$ cat src/rtl/idata_pkg.sv
package idata_pkg;
  // Routing strobes from the decoder to the storage datapath
  typedef struct packed {
    logic lowWr;
    logic highWr;
    logic lowRd;
    logic highRd;
    logic sfrWr;
    logic sfrRd;
  } routeStrb_t;
endpackage

$ cat src/rtl/idata_route_ctrl.sv
module idata_route_ctrl
  import idata_pkg::*;
#(
  parameter int ADDR_W = 8
) (
  input  logic              clk,
  input  logic              rstN,
  input  logic [ADDR_W-1:0] accAddr,
  input  logic              accRd,
  input  logic              accWr,
  input  logic              accIndirect,
  input  logic              accStack,
  output routeStrb_t        strb
);
  logic upperHalf;
  logic viaPointer;

  assign upperHalf  = accAddr[ADDR_W-1];
  assign viaPointer = accIndirect | accStack;

  always_comb begin
    strb        = '0;
    strb.lowWr  = accWr & ~upperHalf;
    strb.lowRd  = accRd & ~upperHalf;
    strb.highWr = accWr & upperHalf & viaPointer;
    strb.highRd = accRd & upperHalf & viaPointer;
    strb.sfrWr  = accWr & upperHalf & ~viaPointer;
    strb.sfrRd  = accRd & upperHalf & ~viaPointer;
  end

  // Stack traffic never leaves on the register bus
  p_stack_no_sfr_r5: assert property (@(posedge clk) disable iff (!rstN)
    accStack |-> !strb.sfrWr && !strb.sfrRd);

  // Lower half always lands in the lower bank
  p_low_half_local_r2: assert property (@(posedge clk) disable iff (!rstN)
    (accWr && !accAddr[ADDR_W-1]) |-> (strb.lowWr && !strb.sfrWr && !strb.highWr));

  // Indirect upper accesses stay in RAM
  p_indirect_ram_r4: assert property (@(posedge clk) disable iff (!rstN)
    (accIndirect && accAddr[ADDR_W-1]) |-> !strb.sfrRd && !strb.sfrWr);
endmodule

$ cat src/rtl/idata_store_path.sv
module idata_store_path
  import idata_pkg::*;
#(
  parameter int ADDR_W = 8,
  parameter int DATA_W = 8
) (
  input  logic              clk,
  input  logic              rstN,
  input  routeStrb_t        strb,
  input  logic [ADDR_W-1:0] accAddr,
  input  logic [DATA_W-1:0] accWdata,
  input  logic [DATA_W-1:0] sfrRdata,
  output logic [DATA_W-1:0] rdData
);
  localparam int IDX_W = ADDR_W - 1;
  localparam int HALF  = 1 << IDX_W;
  localparam int BANKS = 2;

  logic [IDX_W-1:0]  bankIdx;
  logic [DATA_W-1:0] bankQ [BANKS];
  logic [BANKS-1:0]  bankWe;

  assign bankIdx = accAddr[IDX_W-1:0];
  assign bankWe  = {strb.highWr, strb.lowWr};

  for (genvar b = 0; b < BANKS; b++) begin : g_bank
    logic [DATA_W-1:0] mem [HALF];
    always_ff @(posedge clk) begin
      if (bankWe[b]) mem[bankIdx] <= accWdata;
    end
    assign bankQ[b] = mem[bankIdx];
  end

  // Registered read: sampled before any same-cycle write lands
  always_ff @(posedge clk) begin
    if (!rstN)            rdData <= '0;
    else if (strb.lowRd)  rdData <= bankQ[0];
    else if (strb.highRd) rdData <= bankQ[1];
    else if (strb.sfrRd)  rdData <= sfrRdata;
  end

  p_hold_idle_r8: assert property (@(posedge clk) disable iff (!rstN)
    !(strb.lowRd || strb.highRd || strb.sfrRd) |=> $stable(rdData));

  p_sfr_forward_r7: assert property (@(posedge clk) disable iff (!rstN)
    strb.sfrRd |=> rdData == $past(sfrRdata));
endmodule

$ cat src/rtl/idata_mem.sv
module idata_mem
  import idata_pkg::*;
#(
  parameter int ADDR_W = 8,
  parameter int DATA_W = 8
) (
  input  logic              clk,
  input  logic              rstN,
  input  logic [ADDR_W-1:0] accAddr,
  input  logic              accRd,
  input  logic              accWr,
  input  logic [DATA_W-1:0] accWdata,
  input  logic              accIndirect,
  input  logic              accStack,
  output logic [DATA_W-1:0] rdData,
  output logic [ADDR_W-1:0] sfrAddr,
  output logic              sfrWr,
  output logic              sfrRd,
  output logic [DATA_W-1:0] sfrWdata,
  input  logic [DATA_W-1:0] sfrRdata
);
  routeStrb_t strb;

  idata_route_ctrl #(.ADDR_W(ADDR_W)) u_ctrl (
    .clk(clk), .rstN(rstN), .accAddr(accAddr), .accRd(accRd), .accWr(accWr),
    .accIndirect(accIndirect), .accStack(accStack), .strb(strb)
  );

  idata_store_path #(.ADDR_W(ADDR_W), .DATA_W(DATA_W)) u_path (
    .clk(clk), .rstN(rstN), .strb(strb), .accAddr(accAddr),
    .accWdata(accWdata), .sfrRdata(sfrRdata), .rdData(rdData)
  );

  assign sfrAddr  = accAddr;
  assign sfrWdata = accWdata;
  assign sfrWr    = strb.sfrWr;
  assign sfrRd    = strb.sfrRd;

  // Register-bus writes come only from direct upper-half accesses
  p_sfr_direct_only_r3: assert property (@(posedge clk) disable iff (!rstN)
    sfrWr |-> accAddr[ADDR_W-1] && !accIndirect && !accStack);
endmodule

$ cat config.mk
export PLATFORM = sky130hd
export DESIGN_NAME = idata_mem
export DESIGN_NICKNAME = d
export VERILOG_FILES = /design/src/rtl/idata_pkg.sv /design/src/rtl/idata_route_ctrl.sv /design/src/rtl/idata_store_path.sv /design/src/rtl/idata_mem.sv
export SDC_FILE = /design/constraint.sdc
export NUM_CORES = 2
export LEC_CHECK = 0
export ABC_CLOCK_PERIOD_IN_PS = 3800
export BUFFER_PORTS_ARGS = -buffer_cell sky130_fd_sc_hd__buf_4
export CORE_ASPECT_RATIO = 0.6
export CORE_MARGIN = 2
export CORE_UTILIZATION = 30
export DETAILED_ROUTE_END_ITERATION = 7
export PLACE_DENSITY = 0.55
export SYNTH_ARGS = -nofsm -noshare
export SYNTH_HDL_FRONTEND = slang
export SYNTH_SLANG_ARGS = --single-unit
$ cat constraint.sdc
create_clock -name clk -period 3.8 [get_ports clk]
set_clock_uncertainty 0.1 [all_clocks]
set_input_delay 1.14 -clock clk [delete_from_list [all_inputs] [get_ports clk]]
set_output_delay 1.14 -clock clk [all_outputs]
set_load 0.02 [all_outputs]
After elaboration in Yosys (flattened, before gate mapping). Memories as Yosys holds them, arrays and structs flattened. Index checks and enable logic that the tools add are counted.

Flip-flop bits (word level): 8. Output and inout bits: 26. Bits of input ports: 30. Memories: 2. Bits in writable memories: 2048. Bits in latches: 0. Logic and storage cells: 22. Memory bits (read-only): 0.

Equal/unequal tests: 0. Mux-type cells: 7. Multiply operators: 0. Shift-type cells: 0. Bitwise gates (word level): 11. Order comparisons: 0. Divide/modulo/power cells: 0. Reduce and logical (&&, ||, !) cells: 1. $add $sub $neg: 0.

Memories: u_path.g_bank[0].mem (depth 128, bits a word 8, rd ports 1, clocked after memory_dff 0, write ports 1, RTL line idata_store_path.sv:27) `logic [DATA_W-1:0] mem [HALF];`; u_path.g_bank[1].mem (depth 128, bits a word 8, rd ports 1, clocked after memory_dff 0, write ports 1, RTL line idata_store_path.sv:27).

Operators by type and width (count): 2-to-1 mux 8 bit (3); bitwise AND 1 bit (8); 2-to-1 mux 1 bit (4); nonzero test 3 bit (1); NOT 1 bit (2); bitwise OR 1 bit (1).

Depth between registers and ports, before layout.
Word-level depth: 6. Depth in mapped cells: 14. Depth with buffers taken out: 8.

Modules after synthesis. A second synthesis with hierarchy kept.

Cell total of the unflattened synthesis: 4551. Area total of the unflattened synthesis: 79633.9 um^2.

Modules (own cells, without submodules): idata_store_path (instances 1, seq. area each 61659.1 um^2, area an instance 79451.2 um^2, cells each 4529); idata_mem (instances 1, seq. area each 0.0 um^2, area an instance 120.1 um^2, cells each 16); idata_route_ctrl (instances 1, seq. area each 0.0 um^2, area an instance 62.6 um^2, cells each 6).

Worst setup path after synthesis. OpenSTA, ideal clock, no wires.

Path kind: input-to-reg. Start point: input accAddr[2]. End point: memory u_path.g_bank[1].mem[85][0], enable pin. Buffers on the path: 7. Data arrival time: 3.245 ns. Path slack: 0.085 ns. Data required time: 3.330 ns. Cell stages on the path: 10. Library setup time: 0.370 ns. Path through: buf_6 > buf_6 > and3b_1 > buf_2 > buf_2 > buf_2 > buf_1 > nand2_1 > clkbuf_1 > nor2_1.

RTL lines: start, declared (RTL line idata_mem.sv:9) `input logic [ADDR_W-1:0] accAddr,`; end, declared (RTL line idata_store_path.sv:27).

No word-level cell before the write port.

Worst setup path in the final report.
Start point: input accAddr[2]. End point: register u_path.rdData[5].

Cells in the longest elaborated chain, start to end: 3. Elaborated cells between the ends (all ways): 4. Classes of those cells: 2 x mux; 2 x memory.

RTL lines: memory (128 x 8 bit); 2-to-1 mux 8 bit (RTL line idata_store_path.sv:38) `else if (strb.highRd) rdData <= bankQ[1];`; 2-to-1 mux 8 bit * (RTL line idata_store_path.sv:37) `else if (strb.lowRd) rdData <= bankQ[0];`; end signal, assigned (RTL line idata_store_path.sv:37); end signal, assigned (RTL line idata_store_path.sv:38); end signal, assigned (RTL line idata_store_path.sv:39) `else if (strb.sfrRd) rdData <= sfrRdata;`; end, declared (RTL line idata_store_path.sv:13) `output logic [DATA_W-1:0] rdData`.

Mark *: on every way between the ends. The rest lies on a longest branch, timed or not. A chain may end at the register's enable or synchronous reset.

==> metrics.md <==
| Metric | Value |
|---|---|
| Fin. Hold Viols | 0 |
| First-pass GRT wire length | between 400000 and 500000 microns |
| Max IR drop VDD | around 0.34 mV |
| Post-DP HPWL | 215000 microns |
| Clock power frac | 0.404 |
| Compound-Gate Fraction of Synth Area | 0.103 |
| DIE HEIGHT | between 400 and 500 microns |
| Post-route DRC | 0 |
| Drt pass-1 iters | 6 |
| Reg clk slew, reported paths | approximately 0.070 ns |
| Worst Path Max Fanout | 19 |
| Post-synthesis mux area share | 0.0685 |
| Die Width | roughly 670 microns |
| Kind of critical path | in -> reg |
| Rel. slew slack | 0.224 |
| Post-DRT Antenna Nets | 0 |
| Area Growth Syn to Fin | 23.7% |
| # setup viols final | 1 |
| Int Power | 36.9 mW |
| Ports | 56 |
| Max frequency | roughly 260 MHz |
| Root Driver | clkbuf_16 |
| Req. time, crit path | 4.44 ns |
| Cell count after synthesis | approximately 4700 |
| Starting DRT DRC Count | ~10000 |
| Seq pwr share | 0.519 |
| Drt total wl | 307000 microns |
| Post-synth EDFFs | 2048 |
| Share of cells above drive strength 1 | 0.283 |
| Grt ovf | 0 |
| Placer Congestion | 0.942 |
| Final core utilization | 0.374 |
| Status | complete, but fails checks |
| Avg Synthesized Cell Area | roughly 17 sq um |
| Synth warnings | 0 |
| Min-delay worst type | in -> reg |
| CTS tree | done |
| TritonCTS Buffers | around 180 |
| Simple-Gate Fraction of Synth Area | 0.0352 |
| Sequential cell area fraction in the yosys report | 0.771 |
| Ys async rst share | 0 |
| Port bufs | between 50 and 60 |
| Max cap viols | 0 |
| Arrival @ worst endpoint | 4.51 ns |
| Fin nets | 5707 |
| CP endpoint kind | register |
| Initial antenna violation count | 14 |
| Vias in the first global route | ~49000 |
| Synthesis-stage register bit count | between 2000 and 2500 |
| Switching share of power | 0.233 |
| Ys flop type | edfxtp_1 |
| Pwr dens | slightly below 500 nW/um^2 |
| Worst slew pin tran | about 1.2 ns |
| Xor/xnor share of the synthesized area | 0 |
| Die Area | approximately 270000 sq um |
| Reg-to-reg slack, setup | 0.74 ns |
| Unrepaired setup endpoints after global routing | no |
| Total GRT Usage | 0.219 |
| Synth Area in Adders | 0 |
| NetSw | 11.2 mW |
| Combinational share of power | 0.077 |
| Hold slack | about 0.59 ns |
| Clock Latency Late Sink | 0.86 ns |
| Clk sinks | between 2000 and 2500 |
| Fin crit period | 3.87 ns |
| Vias per cell | between 5 and 6 |
| Pins over their slew limit | 0 |
| CP Launch Type | primary input |
| Row count | between 100 and 150 |
| Pin count of the biggest net entering global routing | ~150 |
| CTS Buffer Depth | 4 |
| H-tree depth | 4 |
| Syn Nets | ~4700 |
| Core area | 265000 sq um |
| DR vias | roughly 53000 |
| Syn Std Cell Area | around 80000 sq um |
| LEAKAGE | 32.9 nW |
| Combinational family with the most area after synthesis | compound AO/OA/AOI/OAI gates |
| PnR worst setup slack | -0.0687 ns |
| Post-synth cell types | 74 |
| Starting density of the core | 0.302 |
| WL/cell | 32.8 microns |
| Final Cycle Share | 1.02 |
| Hold-fix buffers, CTS | 0 |
| Failing checks | setup timing |
-- cell families (layout without fill, tap and decap cells) --
logic type      Yosys count  in the layout
flops                  2056           2056
mux                     469            469
compound gates         1152           1152
buf+inv                 362           1462
other cells               0              4
simple gates            679            679
-- placed cells by master (no fill, tap or decap), drive strengths merged, types with 67 or more instances in the layout --
cell,instances
edfxtp,2048
buf,1123
nor2,372
mux2i,256
a22oi,232
clkbuf,211
a21oi,209
nand2,198
o21ai,189
a221oi,178
mux2,167
clkinv,79
a221o,67
-- timing repair --
item | CTS | global route
endpoints found under the hold margin | 0 | 0
setup buffers | 0 | 0
resized for setup | 0 | 6
endpoints found under the setup margin | 0 | 5
-- metrics by stage --
| step | instances | setup slack (ns) | cell area (sq um) | power, mW | TNS, ns |
|---|---|---|---|---|---|
| after floorplan | 4718 | 0.0847 | 80000 | 26.7 | 0 |
| after global placement | 9043 | -0.829 | 92900 | 29.0 | -14.27 |
| after detailed placement | 9043 | -0.838 | 92900 | 29.1 | -20.02 |
| after CTS | 9370 | 0.0195 | 98900 | 48.1 | 0 |
| after global routing | 9370 | 0.0141 | 98900 | 49.2 | 0 |
| final | 9374 | -0.0687 | 99000 | 48.1 | -0.0687 |
-- synthesized netlist by cell type (12+ instances only) --
library cell  count  area share
mux2_2          162       0.023
nand2_1         198      0.0093
o21ai_0         189       0.012
nor2_1          372       0.017
edfxtp_1       2048        0.77
buf_4            57      0.0053
a41oi_1          25      0.0027
buf_6            12      0.0017
nand3_1          24      0.0015
a221oi_1        178       0.019
buf_2           111      0.0069
a22oi_1         232       0.022
a22o_1           18      0.0020
a221o_1          67      0.0084
nand4_1          12     0.00094
mux2i_1         256       0.032
a21oi_1         209       0.013
buf_1            39      0.0018
o211ai_1         38      0.0036
a2111oi_0        12      0.0013
clkbuf_1        132      0.0062
mux4_2           46       0.013
a211oi_1         32      0.0030
o221ai_1         17      0.0019
nor3_1           17      0.0011
a31oi_1          26      0.0020
o2bb2ai_1        13      0.0014
o22ai_1          12     0.00094
-- power by group through the flow --
stage / Clock, mW / Sequential, mW / Combinational [mW]
3_3_place_gp: 0 / 25.5 / 3.54
6_report: 19.4 / 25.0 / 3.70
3_5_place_dp: 0 / 25.5 / 3.55
2_1_floorplan: 0 / 25.5 / 1.23
5_1_grt: 20.5 / 25.0 / 3.77
4_1_cts: 19.5 / 25.0 / 3.57
-- flip-flops by register name (all words and copies together), names as in the netlist --
register	cells
u_path.rdData	8
u_path.g_bank.mem	2048
-- final timing paths --
kind / from / endpoint / cells past startpoint
worst min register to register: u_path.rdData[5] / u_path.rdData[5] / 2
worst max-delay path: accAddr[2] / u_path.rdData[5] / 12
worst max register to register: u_path.g_bank[0].mem[62][5] / u_path.rdData[5] / 8
worst min-delay path: accWdata[4] / u_path.g_bank[0].mem[104][4] / 1
-- area by class of cell --
type	count	area (sq um)
well taps	3552	4440
clock inverters	117	1250
diodes	4	10.0
inverters	11	50.0
multi-input cells	2300	16700
fillers	24784	166000
repair buffers	1124	10000
flip-flops and latches	2056	61700
clock buffers	210	4810
-- worst max-delay path, stage by stage --
cell       delay (ns)
buf_8            0.16
buf_4            0.19
buf_12           0.21
buf_12           0.20
mux2i_1          0.58
o22ai_1          0.25
a2111oi_0        0.48
a21oi_1          0.08
buf_4            0.19
a211oi_1         0.62
buf_4            0.26
o311ai_1         0.10
-- layer usage --
| metal | up-vias | GRT usage | part of all wire |
|---|---|---|---|
| met5 | - | 0 | 0.00041 |
| met4 | 12 | 0.0450 | 0.023 |
| met3 | 405 | 0.0918 | 0.17 |
| met2 | 4009 | 0.282 | 0.38 |
| met1 | 27476 | 0.338 | 0.43 |
| li1 | 21017 | - | - |
(Power assumes the default switching activity.)
